## config.mk

```make
export PLATFORM = sky130hd
export DESIGN_NAME = lane_mask_unit
export DESIGN_NICKNAME = d
export VERILOG_FILES = /design/src/rtl/lmask_pkg.sv /design/src/rtl/lmask_logic.sv /design/src/rtl/lmask_nonzero.sv /design/src/rtl/lane_mask_unit.sv
export SDC_FILE = /design/constraint.sdc
export NUM_CORES = 1
export LEC_CHECK = 0
export CORE_ASPECT_RATIO = 1.4
export CORE_MARGIN = 3
export CORE_UTILIZATION = 52
export CTS_CLUSTER_DIAMETER = 120
export DETAILED_ROUTE_END_ITERATION = 10
export PLACE_DENSITY_LB_ADDON = 0.2
export SLEW_MARGIN = 5
export SYNTH_ARGS = -nofsm -noshare
export SYNTH_HDL_FRONTEND = slang
export SYNTH_HIERARCHICAL = 1
export SYNTH_SLANG_ARGS = --single-unit
```

## constraint.sdc

```tcl
create_clock -name clk -period 3.1 [get_ports clk]
set_clock_uncertainty 0.05 [all_clocks]
set_input_delay 0.62 -clock clk [delete_from_list [all_inputs] [get_ports clk]]
set_output_delay 0.62 -clock clk [all_outputs]
set_load 0.05 [all_outputs]
```

## src/rtl/lmask_pkg.sv

```systemverilog
package lmask_pkg;

  localparam int SEL_W = 3;

  typedef enum logic [SEL_W-1:0] {
    SEL_AND   = 3'd0,
    SEL_OR    = 3'd1,
    SEL_XOR   = 3'd2,
    SEL_ANDN2 = 3'd3,
    SEL_ORN2  = 3'd4,
    SEL_NAND  = 3'd5,
    SEL_NOR   = 3'd6,
    SEL_XNOR  = 3'd7
  } lmask_sel_e;

  typedef enum logic [1:0] {
    BASE_AND = 2'd0,
    BASE_OR  = 2'd1,
    BASE_XOR = 2'd2
  } lmask_base_e;

  // Each code is split into a base gate, an optional inversion of the old
  // mask on the way in, and an optional inversion of the result.
  typedef struct packed {
    lmask_base_e base;
    logic        inv_mask;
    logic        inv_out;
  } lmask_ctl_t;

  function automatic lmask_ctl_t decode_sel(input logic [SEL_W-1:0] sel);
    lmask_ctl_t c;
    c = '{base: BASE_AND, inv_mask: 1'b0, inv_out: 1'b0};
    case (lmask_sel_e'(sel))
      SEL_AND:   c.base = BASE_AND;
      SEL_OR:    c.base = BASE_OR;
      SEL_XOR:   c.base = BASE_XOR;
      SEL_ANDN2: begin c.base = BASE_AND; c.inv_mask = 1'b1; end
      SEL_ORN2:  begin c.base = BASE_OR;  c.inv_mask = 1'b1; end
      SEL_NAND:  begin c.base = BASE_AND; c.inv_out  = 1'b1; end
      SEL_NOR:   begin c.base = BASE_OR;  c.inv_out  = 1'b1; end
      SEL_XNOR:  begin c.base = BASE_XOR; c.inv_out  = 1'b1; end
      default:   c.base = BASE_AND;
    endcase
    return c;
  endfunction

endpackage

```

## src/rtl/lmask_logic.sv

```systemverilog
module lmask_logic
  import lmask_pkg::*;
#(
  parameter int MASK_W = 64
) (
  input  lmask_ctl_t        ctl,
  input  logic [MASK_W-1:0] src,
  input  logic [MASK_W-1:0] mask,
  output logic [MASK_W-1:0] res
);

  function automatic logic [MASK_W-1:0] apply_base(input lmask_base_e b,
                                                   input logic [MASK_W-1:0] a,
                                                   input logic [MASK_W-1:0] m);
    case (b)
      BASE_OR:  return a | m;
      BASE_XOR: return a ^ m;
      default:  return a & m;
    endcase
  endfunction

  logic [MASK_W-1:0] mask_in;
  logic [MASK_W-1:0] raw;

  always_comb begin
    mask_in = ctl.inv_mask ? ~mask : mask;
    raw     = apply_base(ctl.base, src, mask_in);
    res     = ctl.inv_out ? ~raw : raw;
  end

endmodule

```

## src/rtl/lmask_nonzero.sv

```systemverilog
module lmask_nonzero #(
  parameter int MASK_W = 64,
  parameter int CHUNK  = 8
) (
  input  logic [MASK_W-1:0] vec,
  output logic              any_set
);

  localparam int NCHUNK = (MASK_W + CHUNK - 1) / CHUNK;
  localparam int PAD_W  = NCHUNK * CHUNK;

  logic [PAD_W-1:0]  padded;
  logic [NCHUNK-1:0] chunk_set;

  always_comb begin
    padded             = '0;
    padded[MASK_W-1:0] = vec;
  end

  for (genvar g = 0; g < NCHUNK; g++) begin : g_chunk
    assign chunk_set[g] = |padded[g*CHUNK +: CHUNK];
  end

  assign any_set = |chunk_set;

endmodule

```

## src/rtl/lane_mask_unit.sv

```systemverilog
module lane_mask_unit
  import lmask_pkg::*;
#(
  parameter int MASK_W   = 64,
  parameter int NZ_CHUNK = 8
) (
  input  logic              clk,
  input  logic              rst_n,
  input  logic              op_valid,
  input  logic [SEL_W-1:0]  op_sel,
  input  logic [MASK_W-1:0] op_src,
  input  logic              restore_valid,
  input  logic [MASK_W-1:0] restore_mask,
  output logic [MASK_W-1:0] saved_mask,
  output logic [MASK_W-1:0] cur_mask,
  output logic              scc,
  output logic              res_valid
);

  logic [MASK_W-1:0] mask_q;
  logic [MASK_W-1:0] saved_q;
  logic              scc_q;
  logic              vld_q;

  // Named internal events
  logic              op_fire;
  logic              restore_fire;
  lmask_ctl_t        op_ctl;
  logic [MASK_W-1:0] next_mask;
  logic              next_nonzero;

  assign restore_fire = restore_valid;
  assign op_fire      = op_valid & ~restore_valid;
  assign op_ctl       = decode_sel(op_sel);

  lmask_logic #(.MASK_W(MASK_W)) u_logic (
    .ctl  (op_ctl),
    .src  (op_src),
    .mask (mask_q),
    .res  (next_mask)
  );

  lmask_nonzero #(.MASK_W(MASK_W), .CHUNK(NZ_CHUNK)) u_nz (
    .vec     (next_mask),
    .any_set (next_nonzero)
  );

  always_ff @(posedge clk or negedge rst_n) begin
    if (!rst_n) begin
      mask_q  <= '1;
      saved_q <= '0;
      scc_q   <= 1'b0;
      vld_q   <= 1'b0;
    end else begin
      vld_q <= op_fire;
      if (restore_fire) begin
        mask_q <= restore_mask;
      end else if (op_fire) begin
        mask_q  <= next_mask;
        saved_q <= mask_q;
        scc_q   <= next_nonzero;
      end
    end
  end

  assign saved_mask = saved_q;
  assign cur_mask   = mask_q;
  assign scc        = scc_q;
  assign res_valid  = vld_q;

endmodule

```

==> results.md <==
Status:
- The run finished, with violations left.
- The final reports fail on setup timing.

Routing:
- The first TritonRoute pass finished after 5 iterations.
- The wire length on met3 is slightly below 2 mm.
- For this block, the via count after detailed routing is 9,724.
- The average routed wire per standard cell is around 20 µm.
- In the final routing, the length of wire on met1 measures approximately 13 mm.
- The post-detailed-route count of antenna-violating nets is 0.
- The starting DRC count in detailed routing is 523.
- After detailed routing, the number of remaining DRC violations is 0.
- Wires add up to around 36 mm.
- After detailed routing, the number of vias per cell comes to 5.29.
- The uppermost metal layer occupied by signal nets is met4.
- The detailed route wirelength on metal2 is about 19 mm.

Setup path:
- The worst setup path is launched from an input pin.
- The data arrival at the endpoint of the critical path is 3.78 ns.
- The worst path buffer plus inverter count is 8.
- The highest cell delay on the worst timing path is approximately 0.55 ns.
- The peak fanout along the critical path is 7.
- The slowest cell on the critical path is or4_1.
- The critical path capture point type is a flip-flop.
- Broken down by cell family, the worst path's largest delay share belongs to simple AND/OR/NAND/NOR gates.
- By startpoint and endpoint, the worst setup path is classified as input pin to flip-flop.
- The required time of the worst setup path is between 3 and 4 ns.
- Walking the worst path, the cells encountered are buf_8, buf_6, o22ai_4, buf_12, buf_8, buf_16, buf_12, xor2_2, inv_1, ha_1, nand2_1, a31oi_2, xor2_1, nor4_1, buf_4, nand4_1, or4_1, mux2_4.

Placement:
- The count of input and output buffers is around 260.
- The global placement routability congestion is between 0.8 and 0.9.
- Once placement finished, the instance area stood at ~15,000 µm².
- Detailed placement finished with a half-perimeter wire length of 23.7 mm.
- The cell count after placement is about 1,800.

Final layout:
- The final core utilization is 0.816.
- In the final design database the tool counted around 1,800 nets.
- The fill cell total of the finished layout is 1,202.
- Across the whole layout, storage elements account for approximately 3300 µm².
- After routing the design area is ~17,000 µm².
- The multi-input combinational cells in the finished layout cover a total of between 7000 and 8000 µm².
- The growth of design area from synthesis to finish is 51.8%.
- The non-filler instance count after layout is around 1,800.
- Of the cells placed in the final design, the portion with a size suffix greater than 1 is 0.334.

Synth:
- The portion of the post-synthesis area used by sequential elements is 0.298.
- The average instance area after synthesis is approximately 9.9 µm².
- In this run, synthesis inferred 0 flip-flops with an integrated enable.
- The count of cell types in the netlist is 32.
- The dominant synthesized flop cell is dfrtp_1.
- The cell count after synthesis is between 1,000 and 1,500.
- The total number of yosys warnings is 6.
- The share of flip-flops with an asynchronous set or reset after synthesis is 1.00.
- The number of flip-flops and latches in the synthesized netlist is 130.
- The synthesized netlist net count is around 1,400.
- The summed instance area of the synthesized netlist is ~11,000 µm².

Floorplanning:
- The region available for standard cell placement spans a little over 20,000 µm².
- Measured along the x axis, the die boundary spans 130 µm.
- During I/O placement, the number of pins put on the boundary was 265.
- The die area is between 20,000 and 25,000 µm².
- The starting density of the core is 0.537.
- After floorplanning, the core was divided into 62 placement rows.
- The overall die height is 179 µm.

CTS:
- The worst-case clock buffer depth is 2.
- The CTS tree is built.
- The total clock buffers created by CTS is 17.
- The H-tree level count is 4.
- Hold repair after CTS inserted 0 buffers.
- The clock net in this run drives a total of 130 sinks.
- The clock-pin transition on the worst setup and hold timing paths is ~0.060 ns.
- The clock insertion delay at the later pin of the skew report is about 0.44 ns.
- The cell sitting at the root of the clock tree is a clkbuf_16.

Power and ir drop:
- Summed over all cells, the static leakage comes to approximately 8.0 nW.
- Of the total power, the share spent switching nets is 0.412.
- Internal power comes to between 0.005 and 0.006 W.
- The share of total power dissipated in combinational logic is 0.538.
- Summed over all nets, the switching power comes to just under 0.004 W.
- The design draws roughly 0.0095 W.
- The power density relative to cell area is 563 nW/µm².
- The relative contribution of sequential cells to total power is 0.255.
- The clock share of power is 0.207.
- The worst vdd rail ir drop is 434 µV.

Global route:
- The number of antenna violations at the first check in global routing was 3.
- The total global routing overflow is 0.
- The largest net degree at the start of global routing is 100.
- The first global-routing pass estimated 55.4 mm of wire.
- The total routing resource utilization after global routing is 0.301.
- The number of global-route vias before repair is around 11,000.

STA:
- The final critical path time including I/O delays and setup is approximately 3.5 ns.
- The transition time at the pin with the least slew margin is approximately 1.0 ns.
- The number of pins exceeding their max-slew limit in the final report came to 0.
- Dividing the final minimum period by the clock period gives 1.13.
- Based on the critical path, the design can be clocked at up to around 280 MHz.
- The count of final hold-check violations is 0.
- The total negative slack is -0.414 ns.
- The number of failing setup endpoints in the final timing report is 1.
- The post-route worst setup slack is -0.414 ns.
- Setup repair after global routing could not meet its margin everywhere.
- Headroom to the max-slew limit came out at 0.304.

Worst hold path:
- In this run the worst hold path is classified as input pin to async pin.

Job:
- The tool flagged a number of max-cap violations equal to 0.
-- registers in the layout, summed over array words and instances, names as in the netlist --
| register | count |
|---|---|
| res_valid | 1 |
| scc | 1 |
| saved_mask | 64 |
| cur_mask | 64 |
-- through the flow --
stage | hold WS (ns) | worst slack, ns
2_1_floorplan | 0.274 | -0.227
3_3_place_gp | 0.418 | -1.42
3_5_place_dp | 0.425 | -1.54
4_1_cts | 0.117 | -0.249
5_1_grt | 0.128 | -0.493
6_report | 0.0900 | -0.414
-- cell usage after synthesis (30+ instances only) --
cell	count	area, µm²
a31oi_2	60	751
dfrtp_1	66	1650
dfstp_2	64	1680
ha_1	130	1630
inv_1	130	488
mux2_4	30	450
mux2i_1	64	641
nand2_1	129	484
nand2b_1	67	419
nor2b_1	64	400
o21ai_1	60	300
xor2_1	128	1120
-- layout by cell type (no fill, tap or decap), drive strengths merged, types with 3 or more instances in the layout --
cell type      Yosys  final
clkbuf            16     24
nor2b             64     64
a31oi             64     64
nand4              4      4
inv              132    132
nor4              16     16
mux2i             64     64
mux2              65     65
dfrtp             66     66
buf               52    228
dfstp             64     64
xor2             128    128
clkinv             0      3
nand2            129    129
nand2b            68     68
ha               130    130
clkdlybuf4s50      0    258
o21ai             65     65
diode              0      3
-- cell type report --
type	count	area share
well taps	256	0.0189
clock buffers	24	0.0296
diodes	3	0.000443
inverters	132	0.0294
flip-flops and latches	130	0.197
repair buffers	486	0.277
clock inverters	5	0.00310
multi-input cells	801	0.445
-- routing by layer --
| metal | track usage | up-vias |
|---|---|---|
| li1 | - | 4513 |
| met3 | 0.0638 | 86 |
| met5 | 0 | - |
| met1 | 0.337 | 4798 |
| met2 | 0.546 | 327 |
| met4 | 0.119 | 0 |
-- power groups by stage --
stage               Combinational (W)  Clock (W)  Sequential, W
finish                        0.00514    0.00197        0.00243
global route                  0.00544    0.00207        0.00249
CTS                           0.00498    0.00200        0.00242
detailed placement            0.00471          0        0.00242
global placement              0.00460          0        0.00240
floorplan                     0.00171          0        0.00352
-- cell families after synthesis --
| group | Yosys count | synth area share |
|---|---|---|
| and+or+nand+nor | 283 | 0.131 |
| buffers and inverters | 200 | 0.0922 |
| AOI/OAI and AO/OA | 131 | 0.0998 |
| adders and majority gates | 130 | 0.146 |
| DFF | 130 | 0.298 |
| muxes | 129 | 0.133 |
| xor gates and xnor gates | 128 | 0.100 |
-- worst paths after layout --
path	slack [ns]	startpoint	to	cells after the start
setup reg to reg	-0.04	cur_mask[58]$_DFFE_PN1P_	scc$_DFFE_PN0P_	10
min in group clk	0.44	saved_mask[59]$_DFFE_PN0P_	saved_mask[59]$_DFFE_PN0P_	1
hold reg to reg	0.44	saved_mask[59]$_DFFE_PN0P_	saved_mask[59]$_DFFE_PN0P_	1
hold / removal	0.09	rst_n	saved_mask[29]$_DFFE_PN0P_	1
setup / recovery	-0.41	op_sel[2]	scc$_DFFE_PN0P_	18
max in group asynchronous	2.08	rst_n	cur_mask[1]$_DFFE_PN1P_	2
-- what timing repair did --
item	in CTS	in global routing
pin swaps	40	21
cloned	6	0
endpoints found under the setup margin	1	1
buffers inserted	15	7
resized for setup	93	41
(Power assumes the default switching activity.)
